`src/rtl/sec_rtc_pkg.sv`:
```
package sec_rtc_pkg;

    localparam int ADDR_W = 3;

    typedef enum logic [ADDR_W-1:0] {
        REG_SECONDS = 3'd0,
        REG_ALARM   = 3'd1,
        REG_CTRL    = 3'd2,
        REG_TRIM    = 3'd3,
        REG_STATUS  = 3'd4
    } reg_sel_e;

    // Prescaler outputs for the current cycle
    typedef struct packed {
        logic tick;       // this edge ends a second
        logic trim_due;   // current second carries the trim adjustment
    } pace_t;

    // One-hot-ish decoded write strobes
    typedef struct packed {
        logic load_sec;
        logic load_alarm;
        logic load_ctrl;
        logic load_trim;
        logic clear_flag;
    } wr_dec_t;

    // Phase counter width large enough for the longest trimmed second
    function automatic int phase_bits(input int div_cycles, input int trim_w);
        return $clog2(div_cycles + (1 << (trim_w - 1)) + 1);
    endfunction

    function automatic wr_dec_t decode_write(input logic en,
                                             input logic [ADDR_W-1:0] addr,
                                             input logic bit0);
        wr_dec_t d;
        d.load_sec   = en && (addr == REG_SECONDS);
        d.load_alarm = en && (addr == REG_ALARM);
        d.load_ctrl  = en && (addr == REG_CTRL);
        d.load_trim  = en && (addr == REG_TRIM);
        d.clear_flag = en && (addr == REG_STATUS) && bit0;
        return d;
    endfunction

endpackage

```
`src/rtl/sec_rtc_prescaler.sv`:
```
module sec_rtc_prescaler
    import sec_rtc_pkg::*;
#(
    parameter int DIV_CYCLES  = 32768,
    parameter int TRIM_PERIOD = 60,
    parameter int TRIM_W      = 8
) (
    input  logic                                         clk,
    input  logic                                         rst,
    input  logic                                         restart,
    input  logic signed [TRIM_W-1:0]                     trim,
    output pace_t                                        pace,
    output logic [phase_bits(DIV_CYCLES, TRIM_W)-1:0]    phase
);

    localparam int PH_W  = phase_bits(DIV_CYCLES, TRIM_W);
    localparam int PER_W = (TRIM_PERIOD > 1) ? $clog2(TRIM_PERIOD) : 1;

    logic [PER_W-1:0] sec_in_period;
    int               len_now;

    always_comb begin
        pace.trim_due = (int'(sec_in_period) == TRIM_PERIOD - 1);
        len_now       = DIV_CYCLES + (pace.trim_due ? int'(trim) : 0);
        pace.tick     = !restart && (int'(phase) == len_now - 1);
    end

    always_ff @(posedge clk) begin
        if (rst || restart) begin
            phase         <= '0;
            sec_in_period <= '0;
        end else if (pace.tick) begin
            phase         <= '0;
            sec_in_period <= pace.trim_due ? '0 : sec_in_period + 1'b1;
        end else begin
            phase         <= phase + 1'b1;
        end
    end

    // PH_W sized port relies on the package function
    initial begin
        if (PH_W < 1) $display("prescaler phase width is zero");
    end

endmodule

```
`src/rtl/sec_rtc_counter.sv`:
```
module sec_rtc_counter #(
    parameter int CNT_W = 32
) (
    input  logic             clk,
    input  logic             rst,
    input  logic             load,
    input  logic [CNT_W-1:0] load_val,
    input  logic             tick,
    output logic [CNT_W-1:0] count,
    output logic [CNT_W-1:0] count_inc
);

    assign count_inc = count + 1'b1;

    always_ff @(posedge clk) begin
        if (rst)       count <= '0;
        else if (load) count <= load_val;
        else if (tick) count <= count_inc;
    end

endmodule

```
`src/rtl/sec_rtc_alarm.sv`:
```
module sec_rtc_alarm #(
    parameter int CNT_W = 32
) (
    input  logic             clk,
    input  logic             rst,
    input  logic             load_alarm,
    input  logic [CNT_W-1:0] alarm_in,
    input  logic             load_ctrl,
    input  logic             enable_in,
    input  logic             clear,
    input  logic             tick,
    input  logic [CNT_W-1:0] count_inc,
    output logic [CNT_W-1:0] alarm_val,
    output logic             alarm_en,
    output logic             flag,
    output logic             wake
);

    logic match;

    // Only a tick can produce a match: loads and alarm writes never fire
    assign match = tick && (count_inc == alarm_val);
    assign wake  = flag && alarm_en;

    always_ff @(posedge clk) begin
        if (rst) begin
            alarm_val <= '0;
            alarm_en  <= 1'b0;
            flag      <= 1'b0;
        end else begin
            if (load_alarm) alarm_val <= alarm_in;
            if (load_ctrl)  alarm_en  <= enable_in;
            flag <= match || (flag && !clear);
        end
    end

endmodule

```
`src/rtl/sec_rtc.sv`:
```
module sec_rtc
    import sec_rtc_pkg::*;
#(
    parameter int CNT_W       = 32,
    parameter int DIV_CYCLES  = 32768,
    parameter int TRIM_PERIOD = 60,
    parameter int TRIM_W      = 8
) (
    input  logic              clk,
    input  logic              rst,
    input  logic              wr_en,
    input  logic [ADDR_W-1:0] wr_addr,
    input  logic [CNT_W-1:0]  wr_data,
    input  logic [ADDR_W-1:0] rd_addr,
    output logic [CNT_W-1:0]  rd_data,
    output logic [CNT_W-1:0]  sec_count,
    output logic              wake_req
);

    localparam int PH_W = phase_bits(DIV_CYCLES, TRIM_W);

    wr_dec_t                   dec;
    pace_t                     pace;
    logic [PH_W-1:0]           phase;
    logic signed [TRIM_W-1:0]  trim_q;
    logic [CNT_W-1:0]          count_inc;
    logic [CNT_W-1:0]          alarm_val;
    logic                      alarm_en;
    logic                      alarm_flag;
    logic                      tick;

    assign dec  = decode_write(wr_en, wr_addr, wr_data[0]);
    assign tick = pace.tick;

    always_ff @(posedge clk) begin
        if (rst)                trim_q <= '0;
        else if (dec.load_trim) trim_q <= wr_data[TRIM_W-1:0];
    end

    sec_rtc_prescaler #(
        .DIV_CYCLES (DIV_CYCLES),
        .TRIM_PERIOD(TRIM_PERIOD),
        .TRIM_W     (TRIM_W)
    ) u_pre (
        .clk    (clk),
        .rst    (rst),
        .restart(dec.load_sec),
        .trim   (trim_q),
        .pace   (pace),
        .phase  (phase)
    );

    sec_rtc_counter #(.CNT_W(CNT_W)) u_cnt (
        .clk      (clk),
        .rst      (rst),
        .load     (dec.load_sec),
        .load_val (wr_data),
        .tick     (tick),
        .count    (sec_count),
        .count_inc(count_inc)
    );

    sec_rtc_alarm #(.CNT_W(CNT_W)) u_alm (
        .clk       (clk),
        .rst       (rst),
        .load_alarm(dec.load_alarm),
        .alarm_in  (wr_data),
        .load_ctrl (dec.load_ctrl),
        .enable_in (wr_data[0]),
        .clear     (dec.clear_flag),
        .tick      (tick),
        .count_inc (count_inc),
        .alarm_val (alarm_val),
        .alarm_en  (alarm_en),
        .flag      (alarm_flag),
        .wake      (wake_req)
    );

    always_comb begin
        rd_data = '0;
        case (rd_addr)
            REG_SECONDS: rd_data = sec_count;
            REG_ALARM:   rd_data = alarm_val;
            REG_CTRL:    rd_data[0] = alarm_en;
            REG_TRIM:    rd_data = {{(CNT_W-TRIM_W){trim_q[TRIM_W-1]}}, trim_q};
            REG_STATUS:  rd_data[0] = alarm_flag;
            default:     rd_data = '0;
        endcase
    end

endmodule

```
`config.mk`:
```
export PLATFORM = sky130hd
export DESIGN_NAME = sec_rtc
export DESIGN_NICKNAME = d
export VERILOG_FILES = /design/src/rtl/sec_rtc_pkg.sv /design/src/rtl/sec_rtc_prescaler.sv /design/src/rtl/sec_rtc_counter.sv /design/src/rtl/sec_rtc_alarm.sv /design/src/rtl/sec_rtc.sv
export SDC_FILE = /design/constraint.sdc
export NUM_CORES = 1
export LEC_CHECK = 0
export ABC_AREA = 1
export BUFFER_PORTS_ARGS = -buffer_cell sky130_fd_sc_hd__buf_2
export CORE_ASPECT_RATIO = 2
export CORE_MARGIN = 5
export CORE_UTILIZATION = 40
export DETAILED_ROUTE_END_ITERATION = 10
export GPL_TIMING_DRIVEN = 0
export PLACE_DENSITY = 0.7
export REMOVE_ABC_BUFFERS = 1
export SYNTH_ARGS = -nofsm -noshare
export SYNTH_HDL_FRONTEND = slang
export SYNTH_SLANG_ARGS = --single-unit
```
`constraint.sdc`:
```
create_clock -name clk -period 3.27 [get_ports clk]
set_clock_uncertainty 0.2 [all_clocks]
set_input_delay 0 -clock clk [delete_from_list [all_inputs] [get_ports clk]]
set_output_delay 0 -clock clk [all_outputs]
set_load 0.1 [all_outputs]
```
==> results.txt <==
Outcome = finished clean
Commonest non-fill, non-tap cell in the layout = nand2_1
CP Depth = 23
Reg2reg end = u_cnt.count[29]
Crit-path max cell delay = 0.38 ns
Post-synth top flop = dfxtp_1
Clock Tree Buf Depth = 2
DR iter-0 viols = 429
Netlist cell types = 34
Later-pin clock latency in the skew report = 0.35 ns
PnR Total Power = 2.71 mW
Register area share after synthesis = 0.301
Ant. Diodes = 0
GRT overflow = 0
Min cycle time layout = 3.23 ns
P_leak = 3.43 nW
Final number of max-transition violations = 0
Non-Filler Instances = 1405
Yosys reg bits = 96
Max Fclk = 310 MHz
Clk sinks = 96
WP data arrival = 3.23 ns
DIE AREA = 18800 um^2
Synth-to-Final Area Change = 31.2%
Hold_sp = rst
Most frequent cells in the layout = 289 x nand2_1, 117 x nand3_1, 116 x inv_1
Drt wl/cell = 17.4 um
Starting Density = 0.405
Critical path buffer and inverter count = 5
Final setup fails = 0
Register clock-pin slew on the reported worst setup and hold paths = 0.07 ns
Die Y = 189 um
Vias in the first global route = 7738
Largest net degree at the start of global routing = 61
Final GP Congestion = 0.922
EDFF count, synth = 0
Mean Syn Cell Area = 6.01 um^2
CP Max Fanout = 6
Tightest Pin Transition = 1.34 ns
Slowest stage cell, crit path = dfxtp_4
Worst hold stages = 2
Clock root buffer = clkbuf_16
Total track usage = 0.257
Detail Route Antenna Nets = 0
HPWL after DPL = 16.2 mm
Die X = 99.4 um
Setup TNS Final = 0 ns
Max-Cap Viols = 0
Worst EP required = 3.27 ns
Hold slack = 0.0837 ns
Rows = 65
Global-route wire length before repair = 38.1 mm
Worst Hold Class = in -> reg
# port buffers = 105
Register-to-register setup slack = 0.04 ns
Final hold vios = 0
Placed cell count = 1326
Layout cells sized above 1 = 0.190
CP Launch Point = u_pre.sec_in_period[0]
Routed vias = 7724
Ports = 106
CP cell instances = ha_4 -> nand3_4 -> nor2_4 -> buf_12 -> buf_8 -> nand2_4 -> ha_4 -> nand2_2 -> inv_2 -> nor2_2 -> nand2_1 -> nor2_1 -> nand2_1 -> nor2_1 -> nand4_1 -> nor2_1 -> nand2_1 -> nor2_4 -> buf_12 -> nand2_8 -> clkbuf_16 -> nand3_2 -> a21oi_1
CTS Buf Count = 9
Nets@finish = 1246
DR pass1 iterations = 5
Mapped Cells = 1064
VDD IR-drop max = 0.000260 V
Synth Warn # = 0
Slew headroom = 0.103
CTS tree = done
Total routed wirelength = 24.5 mm
Drt drc = 0
Cell family with most CP delay = simple AND/OR/NAND/NOR gates
R2r startpoint = u_pre.sec_in_period[0]
Async set-reset flop share out of synthesis = 0
WS Path Type = reg -> reg
Antenna violations before repair = 0
Fin crit share = 0.987
Crit path to = u_cnt.count[29]
RSZ-0062 raised after global routing = yes
Startpoint Class = flip-flop
CP Capture Type = flip-flop
Pwr Density = 323 nW/um^2
Mapped Area = 6390 um^2
R2R depth = 23
H-tree levels = 3
Vias per inst = 5.50
Core Area = 15800 um^2
-- kinds of logic (layout without fill, tap and decap cells) --
logic type / Yosys count / after routing / synth area share
AND/OR/NAND/NOR: 574 / 581 / 0.377
AO/OA/AOI/OAI: 199 / 199 / 0.175
buffers and inverters: 170 / 303 / 0.107
flip-flops: 96 / 96 / 0.301
XOR/XNOR: 19 / 19 / 0.0282
adder cells (fa/ha/maj): 6 / 6 / 0.0117
-- synth_stat cells, drive strengths merged (3+ instances only) --
cell type,instances,share of area
ha,6,0.012
clkbuf,29,0.017
xor2,15,0.021
xnor2,3,0.0041
o221ai,27,0.037
nor2,107,0.065
o21ai,85,0.067
nand4,10,0.0098
nand2,316,0.19
nand3,126,0.099
inv,123,0.072
o211ai,3,0.0035
dfxtp,96,0.30
a21oi,80,0.063
nor3,9,0.0070
nor3b,3,0.0035
buf,16,0.017
-- report_power, final --
group          internal, mW  switching, mW
sequential             1.19         0.0234
combinational         0.107          0.212
clock                 0.693          0.486
total                  1.99          0.721
-- registers in the layout, indices dropped and copies added, names as in the netlist --
signal / count
u_alm.flag: 1
u_alm.alarm_en: 1
u_alm.alarm_val: 32
u_pre.phase: 16
u_pre.sec_in_period: 6
u_cnt.count: 32
trim_q: 8
-- per-layer routing --
metal	vias to the layer above	routed length, um	GRT usage
met5	-	0	0
met4	0	2050	0.209
met3	115	1180	0.0330
met2	271	13000	0.465
met1	3580	8230	0.254
li1	3758	-	-
-- layout make-up --
| class | count | area [um^2] |
|---|---|---|
| Tap cell | 201 | 251 |
| Clock buffer | 13 | 250 |
| Sequential cell | 96 | 1930 |
| Timing Repair Buffer | 162 | 1180 |
| Multi-Input combinational cell | 805 | 4240 |
| Fill cell | 1613 | 7390 |
| Inverter | 125 | 472 |
| Clock inverter | 3 | 65.1 |
-- worst min-delay path by stage --
stage,end,slack [ns]
3_3_place_gp,u_alm.alarm_val[29],0.07
4_1_cts,u_cnt.count[28],0.05
2_1_floorplan,u_alm.flag,-0.13
3_5_place_dp,u_alm.alarm_val[29],0.06
5_1_grt,u_cnt.count[8],0.09
6_report,u_cnt.count[12],0.08
-- what timing repair did --
action,CTS,global route
hold buffers,41,0
resized for setup,27,74
cloned,7,2
pin swaps,8,32
endpoints found under the setup margin,55,59
endpoints found under the hold margin,74,0
setup buffers,12,1
-- worst register-to-register path, cell delays in order (launching register included) --
cell	delay, ns
dfxtp_4	0.38
ha_4	0.16
nand3_4	0.08
nor2_4	0.11
buf_12	0.14
buf_8	0.11
nand2_4	0.05
ha_4	0.24
nand2_2	0.06
inv_2	0.03
nor2_2	0.08
nand2_1	0.05
nor2_1	0.10
nand2_1	0.06
nor2_1	0.09
nand4_1	0.14
nor2_1	0.15
nand2_1	0.11
nor2_4	0.12
buf_12	0.14
nand2_8	0.11
clkbuf_16	0.22
nand3_2	0.06
a21oi_1	0.08
-- per-stage QoR --
step	instance area [um^2]	setup WS, ns	util
after CTS	8070	0.0439	0.511
final	8390	0.0431	0.532
after floorplan	6180	-0.319	-
after global placement	6960	-2.74	0.441
after detailed placement	6980	-1.24	0.443
after global routing	8390	-0.131	0.532
(Power assumes the default switching activity.)
